File: config.mk
export PLATFORM = sky130hd
export DESIGN_NAME = prio_activity_detector
export DESIGN_NICKNAME = d
export VERILOG_FILES = /design/src/rtl/prio_det_pkg.sv /design/src/rtl/prio_det_sync.sv /design/src/rtl/prio_det_timer.sv /design/src/rtl/prio_det_counter.sv /design/src/rtl/prio_activity_detector.sv
export SDC_FILE = /design/constraint.sdc
export NUM_CORES = 1
export LEC_CHECK = 0
export CORE_MARGIN = 2
export CORE_UTILIZATION = 43
export DETAILED_ROUTE_END_ITERATION = 10
export DONT_BUFFER_PORTS = 1
export PLACE_DENSITY = 0.6
export SKIP_LAST_GASP = 1
export SYNTH_ARGS = -nofsm -noshare
export SYNTH_HDL_FRONTEND = slang
export SYNTH_SLANG_ARGS = --single-unit
File: constraint.sdc
create_clock -name clk -period 4.4 [get_ports clk]
set_input_delay 1.32 -clock clk [delete_from_list [all_inputs] [get_ports clk]]
set_output_delay 1.32 -clock clk [all_outputs]
set_load 0.02 [all_outputs]
File: src/rtl/prio_det_pkg.sv
package prio_det_pkg;
   localparam int DEF_TIMER_W     = 16;
   localparam int DEF_COUNT_W     = 8;
   localparam int DEF_SYNC_STAGES = 2;
endpackage

File: src/rtl/prio_det_sync.sv
module prio_det_sync #(
   parameter int STAGES = 2
) (
   input  logic clk,
   input  logic rst_n,
   input  logic din,
   output logic dout
);
   generate
      if (STAGES < 2) begin : g_bad_stages
         $error("prio_det_sync: STAGES must be at least 2");
      end
   endgenerate

   logic [STAGES-1:0] chain;

   always_ff @(posedge clk or negedge rst_n) begin
      if (!rst_n) chain <= '0;
      else        chain <= {chain[STAGES-2:0], din};
   end

   assign dout = chain[STAGES-1];
endmodule

File: src/rtl/prio_det_timer.sv
module prio_det_timer #(
   parameter int W = 16
) (
   input  logic         clk,
   input  logic         rst_n,
   input  logic         en,
   input  logic         restart,
   output logic [W-1:0] elapsed
);
   generate
      if (W < 1) begin : g_bad_width
         $error("prio_det_timer: W must be positive");
      end
   endgenerate

   localparam logic [W-1:0] MAXV = '1;

   always_ff @(posedge clk or negedge rst_n) begin
      if (!rst_n)                      elapsed <= '0;
      else if (restart)                elapsed <= '0;
      else if (en && elapsed != MAXV)  elapsed <= elapsed + 1'b1;
   end

   AST_TIMER_FROZEN: assert property (@(posedge clk) disable iff (!rst_n)
      (!en && !restart) |=> $stable(elapsed));
endmodule

File: src/rtl/prio_det_counter.sv
module prio_det_counter #(
   parameter int W        = 8,
   parameter bit SATURATE = 1'b1
) (
   input  logic         clk,
   input  logic         rst_n,
   input  logic         inc,
   input  logic         clear,
   output logic [W-1:0] count_inc
);
   generate
      if (W < 1) begin : g_bad_width
         $error("prio_det_counter: W must be positive");
      end
   endgenerate

   localparam logic [W-1:0] MAXV = '1;

   logic [W-1:0] count;

   generate
      if (SATURATE) begin : g_sat
         assign count_inc = (inc && count != MAXV) ? count + 1'b1 : count;

         AST_NO_OVERFLOW: assert property (@(posedge clk) disable iff (!rst_n)
            (count == MAXV && inc && !clear) |=> (count == MAXV));
      end else begin : g_wrap
         assign count_inc = inc ? count + 1'b1 : count;
      end
   endgenerate

   always_ff @(posedge clk or negedge rst_n) begin
      if (!rst_n)     count <= '0;
      else if (clear) count <= '0;
      else            count <= count_inc;
   end

   AST_CLEAR_ZERO: assert property (@(posedge clk) disable iff (!rst_n)
      clear |=> (count == '0));
endmodule

File: src/rtl/prio_activity_detector.sv
module prio_activity_detector
   import prio_det_pkg::*;
#(
   parameter int TIMER_W     = DEF_TIMER_W,
   parameter int COUNT_W     = DEF_COUNT_W,
   parameter int SYNC_STAGES = DEF_SYNC_STAGES,
   parameter bit SATURATE    = 1'b1
) (
   input  logic               clk,
   input  logic               rst_n,
   input  logic               enable,
   input  logic               resume,
   input  logic               sample_stb,
   input  logic               prio_async,
   input  logic [TIMER_W-1:0] window_len,
   input  logic [COUNT_W-1:0] count_thresh,
   output logic               detected,
   output logic               update_pulse
);
   logic               prio_s;
   logic [TIMER_W-1:0] elapsed;
   logic [COUNT_W-1:0] count_inc;
   logic               take;
   logic               close_win;
   logic               restart;

   prio_det_sync #(.STAGES(SYNC_STAGES)) u_sync (
      .clk  (clk),
      .rst_n(rst_n),
      .din  (prio_async),
      .dout (prio_s)
   );

   assign take      = enable && sample_stb && !resume;
   assign close_win = take && (elapsed >= window_len);
   assign restart   = resume || close_win;

   prio_det_timer #(.W(TIMER_W)) u_timer (
      .clk    (clk),
      .rst_n  (rst_n),
      .en     (enable),
      .restart(restart),
      .elapsed(elapsed)
   );

   prio_det_counter #(.W(COUNT_W), .SATURATE(SATURATE)) u_count (
      .clk      (clk),
      .rst_n    (rst_n),
      .inc      (take && prio_s),
      .clear    (restart),
      .count_inc(count_inc)
   );

   always_ff @(posedge clk or negedge rst_n) begin
      if (!rst_n) begin
         detected     <= 1'b0;
         update_pulse <= 1'b0;
      end else if (resume) begin
         detected     <= 1'b0;
         update_pulse <= 1'b0;
      end else begin
         update_pulse <= close_win;
         if (close_win) detected <= (count_inc >= count_thresh);
      end
   end

   AST_RESUME_CLEARS: assert property (@(posedge clk) disable iff (!rst_n)
      resume |=> (!detected && !update_pulse));

   AST_FLAG_HELD: assert property (@(posedge clk) disable iff (!rst_n)
      !update_pulse |-> ($stable(detected) || $past(resume)));

   AST_PULSE_FROM_STROBE: assert property (@(posedge clk) disable iff (!rst_n)
      update_pulse |-> $past(sample_stb && enable));
endmodule

[Yosys cells after proc, flatten, opt, wreduce, memory -nomap -nowiden]
Index checks and enable logic that the tools add are counted.
Word-level totals
  flip-flop bits (word level): 28
  output and inout port bits: 2
  logic and storage cells: 28
Cells by class
  $add $sub $neg: 2
  magnitude comparators: 2
  eq/ne operators: 2
  multiplexer cells: 7
  reduce and logical (&&, ||, !) cells: 10
Operators with widths (count)
  $mux 16: 2
  $add 16x1->16 const B: 1
  $ge 16x16->1: 1
  $mux 8: 2
  $ne 16x16->1 const B: 1
  $add 8x1->8 const B: 1
  $ge 8x8->1: 1
  $ne 8x8->1 const B: 1
  $logic_and 1x1->1: 6
  $reduce_bool 2->1: 2
  $mux 1: 3
  $logic_not 1->1: 1
  $logic_or 1x1->1: 1

[Longest topological paths before layout]
Gate-level depths: netlist (run 1).
  depth after elaboration: 8
  gate-level depth with buffers: 11
  gate-level depth less buffers: 11

[Modules after synthesis]
Synthesis (run 1) repeated with hierarchy kept, for this count alone.
Second synthesis, totals
  cells, all modules: 247
  area, all modules: 2307.2 um2
Modules (own cells, without submodules)
  prio_det_timer: instances 1, cells each 98, area each 942.2 um2
  prio_activity_detector: instances 1, cells each 90, area each 742.0 um2
  prio_det_counter: instances 1, cells each 57, area each 573.0 um2
  prio_det_sync: instances 1, cells each 2, area each 50.0 um2

[Worst setup path before layout (run 1)]
Ideal clock, no wire load.
  path type: input to register
  start: input resume
  end: register detected
  library setup time: 0.125 ns
  data arrival time: 3.033 ns
  setup slack: 1.242 ns
  stages: 10
  buffers on the path: 0
  cell sequence: and4b_1 nand3_1 or3b_2 xnor2_1 ha_1 a21o_1 a21oi_1 o21ai_0 a31oi_1 mux2i_1
Between the ends
  longest elaborated chain between the ends: 8
  elaborated cells between the ends (all ways): 10
RTL lines
  from (decl): line prio_activity_detector.sv:12  | input logic resume,
  $logic_not 1->1: line prio_activity_detector.sv:34  | assign take = enable && sample_stb && !resume;
  $logic_and 1x1->1: line prio_activity_detector.sv:34
  $logic_and 1x1->1: line prio_activity_detector.sv:49  | .inc (take && prio_s),
  $logic_and 1x1->1: line prio_det_counter.sv:23  | assign count_inc = (inc && count != MAXV) ? count + 1'b1 : count;
  $mux 8: line prio_det_counter.sv:23
  $ge 8x8->1: line prio_activity_detector.sv:63  | if (close_win) detected <= (count_inc >= count_thresh);
  $mux 1: line prio_activity_detector.sv:63
  $mux 1: line prio_activity_detector.sv:58  | end else if (resume) begin
  to (signal assigned): line prio_activity_detector.sv:63
  to (decl): line prio_activity_detector.sv:17  | output logic detected,
Parallel ways exist; a longest one is shown, timed or not. The select of a mux whose other input is x is not followed.
A chain may end at the register's enable or synchronous reset.

[Worst setup path after layout (run 1)]
  start: input window_len[15]
  end: register u_timer.elapsed[2]
Between the ends
  longest elaborated chain between the ends: 4
  elaborated cells between the ends (all ways): 5
RTL lines
  from (decl): line prio_activity_detector.sv:15  | input logic [TIMER_W-1:0] window_len,
  $ge 16x16->1 (*): line prio_activity_detector.sv:35  | assign close_win = take && (elapsed >= window_len);
  $logic_and 1x1->1 (*): line prio_activity_detector.sv:35
  $logic_or 1x1->1 (*): line prio_activity_detector.sv:36  | assign restart = resume || close_win;
  $mux 16 or $reduce_bool 2->1 (tied branches)
  to (signal assigned): line prio_det_timer.sv:21  | else if (en && elapsed != MAXV) elapsed <= elapsed + 1'b1;
  to (decl): line prio_det_timer.sv:8  | output logic [W-1:0] elapsed
Mark *: on every way between the ends. The rest lies on a longest branch, timed or not.

==> impl_metrics.env, run 1 <==
export IMPL_status="finished clean"
export IMPL_worst_ep_arrival_time_ns=3.24
export IMPL_yosysTopAreaCell="dfrtp_1"
export IMPL_grt_antenna_before_repair=0
export IMPL_drt_iter0_markers=67
export IMPL_design_area_um2=2110
export IMPL_p_leak_nw=1.10
export IMPL_synth_xor_area_share_pct=7.03
export IMPL_synth_seq_cells=28
export IMPL_p_comb_share_pct=7.6
export IMPL_drc_errors=0
export IMPL_synth_seq_area_share_pct=35.2
export IMPL_synthAdderAreaFrac_pct=16.3
export IMPL_place_gp_congestion=0.769
export IMPL_fin_crit_sh_pct=69.9
export IMPL_avgRoutedWirePerCell_um=14.3
export IMPL_drive_above_1_share_pct=4.95
export IMPL_max_freq_mhz=325
export IMPL_grt_usage_pct=17.1
export IMPL_cts_setup_buffers=0
export IMPL_p_clk_share_pct=35.4
export IMPL_io_buffers=0
export IMPL_min_path_type="reg2reg"
export IMPL_fin_ws_ns=1.32
export IMPL_critPathLaunchType="primary input"
export IMPL_grt_pass1_vias=1510
export IMPL_clkLatencyLatePin_ns=0.28
export IMPL_route_met2_wl_um=1920
export IMPL_synth_simple_area_share_pct=20.2
export IMPL_r2r_end="detected"
export IMPL_r2r_slack_ns=1.96
export IMPL_async_reset_ff_share_pct=100
export IMPL_swShare_pct=23.0
export IMPL_share_seq_of_total_power_pct=57.0
export IMPL_setup_tns_ns=0
export IMPL_netlist_area_um2=1990
export IMPL_ant_nets=0
export IMPL_cp_slowest_stage_delay_ns=0.49
export IMPL_antennaDiodeCount=0
export IMPL_routed_via_density=5.59
export IMPL_cts_hold_buf=0
export IMPL_cp_cell_sequence="inv_1, ha_1, nand2_1, or4_1, a2111o_1, o211ai_2, buf_4, nor3_1"
export IMPL_cap_violations=0
export IMPL_die_width_um=72.1
export IMPL_rsz0062_at_grt="no"
export IMPL_relSlewSlack_pct=58.6
export IMPL_io_pins=32
export IMPL_muxShareOfSynthArea_pct=3.77
export IMPL_peakVddDrop_mv=0.125
export IMPL_dp_slack_ns=0.997
export IMPL_crit_path_end="u_timer.elapsed[2]"
export IMPL_min_period_ns=3.08
export IMPL_dp_hpwl_um=3110
export IMPL_worst_setup_path_type="in2reg"
export IMPL_max_slew_worst_pin_slew_ns=0.617
export IMPL_clock_skew_ns=0.00196
export IMPL_synth_top_family_by_area="simple AND/OR/NAND/NOR gates"
export IMPL_synth_common_cells="inv_1 (30), dfrtp_1 (28), ha_1 (26)"
export IMPL_cts_root_buffer="clkbuf_8"
export IMPL_crit_fanout=20
export IMPL_wl_um=3930
export IMPL_clock_sinks=28
export IMPL_numCtsBuffers=3
export IMPL_end_kind="flip-flop"
export IMPL_power_uw=462
export IMPL_synth_compound_area_share_pct=11.1
export IMPL_setup_viol=0
export IMPL_cts_resized=0
export IMPL_top_layer_used="met4"
export IMPL_vias=1532
export IMPL_rows=24
export IMPL_syn_nets=275
export IMPL_synth_top_area_share_pct=35.2
export IMPL_grt_pass1_wl_um=6960
export IMPL_cp_data_required_time_ns=4.57
export IMPL_grt_overflow_total=0
export IMPL_first_pass_iters=4
export IMPL_yosysWarningCount=0
export IMPL_nets=279
export IMPL_synth_cells=219
export IMPL_synth_area_leaders="dfrtp_1 (35%), ha_1 (16%), inv_1 (5.6%), xor2_1 (4.8%), nor2_1 (3.8%)"
export IMPL_die_y_um=72.1
export IMPL_power_density_nw_per_um2=219
export IMPL_slew_violations=0
export IMPL_start_util_pct=45.2
export IMPL_worstReg2RegStart="u_count.count[0]"
export IMPL_wl_met1_um=1810
export IMPL_synth_most_common_cell="inv_1"
export IMPL_slowest_stage="or4_1"
export IMPL_placed_area_um2=2050
export IMPL_clkTransAtPathRegs_ns=0.10
export IMPL_syn_area_per_cell_um2=9.10
export IMPL_dr_wl_met3_um=167
export IMPL_internal_power_uw=356
export IMPL_synth_edf_count=0
export IMPL_core_um2=4410
export IMPL_crit_start="window_len[15]"
export IMPL_fin_cells=274
export IMPL_cts_tree="done"
export IMPL_clockBufferDepth=2
export IMPL_htree_num_levels=1
export IMPL_dieArea_um2=5200
export IMPL_ys_types=36
export IMPL_rr_worst_depth=11
export IMPL_synth_top_flop_cell="dfrtp_1"
export IMPL_finalHoldViolations=0
export IMPL_area_growth_pct=5.65
export IMPL_dp_cells=270
export IMPL_p_sw_uw=106
export IMPL_grt_max_degree=29
worst min path at each step:
stage / start / endpoint / slack, ns / cells past startpoint
final: u_sync.chain[0] / u_sync.chain[1] / 0.36 / 0
after global routing: u_sync.chain[0] / u_sync.chain[1] / 0.37 / 0
after CTS: u_sync.chain[0] / u_sync.chain[1] / 0.37 / 0
after detailed placement: u_sync.chain[0] / u_sync.chain[1] / 0.35 / 0
after global placement: u_sync.chain[0] / u_sync.chain[1] / 0.34 / 0
after floorplan: u_sync.chain[0] / u_sync.chain[1] / 0.33 / 0
critical path: cells and delay by family:
kind                       cells  cell delay (ns)
AOI/OAI and AO/OA              2             0.65
and+or+nand+nor                3             0.64
buffers and inverters          2             0.34
adders and majority gates      1             0.28
layer usage:
metal,vias up,track usage [%]
met5,-,0
met4,0,3.14
met3,5,4.03
met2,34,29.2
met1,730,22.3
li1,763,-
logic make-up after synthesis:
group / count (synthesis)
simple gates: 79
buf+inv: 32
compound gates: 31
flops: 28
fa+ha+maj: 26
xor+xnor: 16
mux: 7
power by group through the flow:
| stage | registers, mW | logic (mW) | clock network (mW) |
|---|---|---|---|
| 2_1_floorplan | 0.268 | 0.0287 | 0 |
| 3_3_place_gp | 0.268 | 0.0354 | 0 |
| 3_5_place_dp | 0.269 | 0.0361 | 0 |
| 4_1_cts | 0.263 | 0.0364 | 0.170 |
| 5_1_grt | 0.264 | 0.0428 | 0.179 |
| 6_report | 0.263 | 0.0352 | 0.164 |
layout make-up:
type / instances / area [um^2]
Tap cell: 52 / 65.1
Sequential cell: 28 / 701
Multi-Input combinational cell: 159 / 1160
Clock buffer: 4 / 55.1
Fill cell: 447 / 2310
Timing Repair Buffer: 1 / 7.51
Inverter: 30 / 113
flip-flops by register name, summed over array words and instances, names as in the netlist:
signal and flops:
u_sync.chain 2, update_pulse 1, u_count.count 8, detected 1, u_timer.elapsed 16
placed cells by master, fill, tap and decap left out, types with 6 or more instances in the layout:
| cell | n |
|---|---|
| xor2_1 | 11 |
| nor3_1 | 6 |
| nand3_1 | 9 |
| a21oi_1 | 7 |
| nand2_1 | 15 |
| nor2_1 | 20 |
| dfrtp_1 | 28 |
| inv_1 | 30 |
| nand4_1 | 6 |
| ha_1 | 26 |
| nor2b_1 | 8 |
metrics by stage:
step	utilization (%)	hold WS, ns
floorplan	-	0.331
global placement	46.5	0.335
detailed placement	46.5	0.346
CTS	47.7	0.369
global route	47.7	0.369
finish	47.7	0.363
Power figures use the tool's default switching activity.
==> run 2: changes to the inputs <==
Settings changed: PLACE_DENSITY 0.6 to 0.62.
Clock period 4.4 ns to 2.7 ns, I/O delays scaled along.
==> run 2 against run 1 <==
  * Via count fell by 2.8%
  * Cell count rose by 1.5%
  * Clock power rose by 62%
  * Core utilization rose by 0.79 points
  * Hold slack got worse by 0.15 ns
  * First-iteration DRC count rose by 13%
  * Register-to-register slack got worse by 1.7 ns
  * Non-clock buffer count rose by 4
  * Clock skew rose by 0.0036 ns
  * Wire length fell by 0.81%
  * Critical path type unchanged
  * Critical endpoint is now detected
  * Highest routed layer unchanged
==> impl_metrics.env, run 2 (synthesis results as in run 1) <==
export IMPL_clockBufferDepth=2
export IMPL_cts_hold_buf=0
export IMPL_wl_um=3900
export IMPL_r2r_slack_ns=0.27
export IMPL_design_area_um2=2140
export IMPL_core_um2=4410
export IMPL_worst_setup_path_type="in2reg"
export IMPL_hold_worst_slack_ns=0.212
export IMPL_io_pins=32
export IMPL_crit_family="compound AO/OA/AOI/OAI gates"
export IMPL_die_width_um=72.1
export IMPL_post_route_util_pct=48.5
export IMPL_htree_num_levels=1
export IMPL_dp_hpwl_um=3110
export IMPL_clkLatencyLatePin_ns=0.28
export IMPL_peakVddDrop_mv=0.304
export IMPL_placed_area_um2=2080
export IMPL_fin_crit_sh_pct=91.7
export IMPL_max_slew_worst_pin_slew_ns=0.564
export IMPL_min_period_ns=2.48
export IMPL_grt_usage_pct=16.8
export IMPL_power_density_nw_per_um2=353
export IMPL_start_util_pct=45.2
export IMPL_area_growth_pct=7.41
export IMPL_place_gp_congestion=0.820
export IMPL_antennaDiodeCount=0
export IMPL_crit_fanout=4
export IMPL_mostFrequentLayoutCells="inv_1 (30), dfrtp_1 (28), ha_1 (26), nor2_1 (20), nand2_1 (15)"
export IMPL_worst_ep_arrival_time_ns=2.64
export IMPL_final_common_cell="inv_1"
export IMPL_rr_worst_depth=11
export IMPL_drt_iter0_markers=76
export IMPL_cp_data_required_time_ns=2.86
export IMPL_first_pass_iters=4
export IMPL_worstReg2RegStart="u_count.count[0]"
export IMPL_slew_violations=0
export IMPL_drive_above_1_share_pct=7.08
export IMPL_cts_root_buffer="clkbuf_8"
export IMPL_cts_tree="done"
export IMPL_numCtsBuffers=3
export IMPL_grt_pass1_vias=1464
export IMPL_worst_path_stages=11
export IMPL_dieArea_um2=5200
export IMPL_ant_nets=0
export IMPL_min_path_type="in2async"
export IMPL_vias=1489
export IMPL_drc_errors=0
export IMPL_grt_antenna_before_repair=0
export IMPL_critPathLaunchType="primary input"
export IMPL_regMostFlops="u_timer.elapsed"
export IMPL_slowest_stage="ha_1"
export IMPL_setup_viol=0
export IMPL_grt_pass1_wl_um=6870
export IMPL_p_leak_nw=1.12
export IMPL_final_seq_area_um2=701
export IMPL_r2r_end="detected"
export IMPL_max_freq_mhz=404
export IMPL_status="finished clean"
export IMPL_die_y_um=72.1
export IMPL_nets=283
export IMPL_crit_buf_inv=1
export IMPL_cap_violations=0
export IMPL_grt_overflow_total=0
export IMPL_cp_cell_sequence="and4b_1, buf_4, o211ai_1, nor2_1, xor2_1, ha_1, a21o_1, a21oi_1, o21ai_0, a31oi_1, mux2i_1"
export IMPL_cp_slowest_stage_delay_ns=0.28
export IMPL_reg_top3="u_timer.elapsed x16, u_count.count x8, u_sync.chain x2"
export IMPL_crit_start="resume"
export IMPL_multiInputGateArea_um2=1170
export IMPL_routed_via_density=5.36
export IMPL_rows=24
export IMPL_end_kind="flip-flop"
export IMPL_crit_path_end="detected"
export IMPL_clkTransAtPathRegs_ns=0.10
export IMPL_avgRoutedWirePerCell_um=14.0
export IMPL_relSlewSlack_pct=62.1
export IMPL_rsz0062_at_grt="no"
export IMPL_clock_skew_ns=0.00554
export IMPL_fillers=422
export IMPL_clock_sinks=28
export IMPL_grt_max_degree=29
export IMPL_finalHoldViolations=0
export IMPL_largest_register_ffs=16
export IMPL_io_buffers=0
run 2: power breakdown:
group / internal (mW) / switching, mW
registers: 0.424 / 0.00495
clock network: 0.131 / 0.136
logic: 0.0269 / 0.0337
run 2: final cells by class:
type / instances / share of cell area, %
Clock buffer: 4 / 2.57
Inverter: 30 / 5.26
Multi-Input combinational cell: 159 / 54.6
Sequential cell: 28 / 32.7
Tap cell: 52 / 3.04
Timing Repair Buffer: 5 / 1.75
run 2: routing by layer:
| metal | track usage, % | share of wire, % |
|---|---|---|
| met3 | 3.75 | 3.3 |
| met5 | 0 | 0 |
| met4 | 3.56 | 0.74 |
| met1 | 23.1 | 49 |
| met2 | 27.2 | 47 |
run 2: repair_timing:
| item | in CTS | in global routing |
|---|---|---|
| buffers inserted | 0 | 0 |
| resized for setup | 0 | 1 |
| setup endpoints to repair | 0 | 1 |
run 2: worst min path at each step:
| stage | from | end | slack (ns) |
|---|---|---|---|
| 5_1_grt | rst_n | u_timer.elapsed[9] | 0.19 |
| 4_1_cts | rst_n | u_timer.elapsed[9] | 0.21 |
| 6_report | rst_n | u_timer.elapsed[8] | 0.21 |
| 3_5_place_dp | u_sync.chain[0] | u_sync.chain[1] | 0.35 |
| 2_1_floorplan | u_sync.chain[0] | u_sync.chain[1] | 0.33 |
| 3_3_place_gp | u_sync.chain[0] | u_sync.chain[1] | 0.33 |
run 2: per-stage QoR:
step	total power [mW]	std cells	setup TNS (ns)	setup slack, ns
3_5_place_dp	0.499	274	-0.0824	-0.0824
2_1_floorplan	0.483	219	0	0.0516
5_1_grt	0.795	278	0	0.0496
4_1_cts	0.763	278	0	0.124
3_3_place_gp	0.496	274	-0.0374	-0.0374
6_report	0.756	278	0	0.225
run 2: worst reg2reg max path, stage by stage, from the launching register on:
cell      delay [ns]
dfrtp_1         0.40
ha_1            0.22
inv_1           0.08
nor3_2          0.24
nor2b_1         0.11
xnor2_1         0.24
ha_1            0.28
nand2b_1        0.14
a211oi_1        0.21
o21ai_0         0.13
a31oi_1         0.18
mux2i_1         0.09
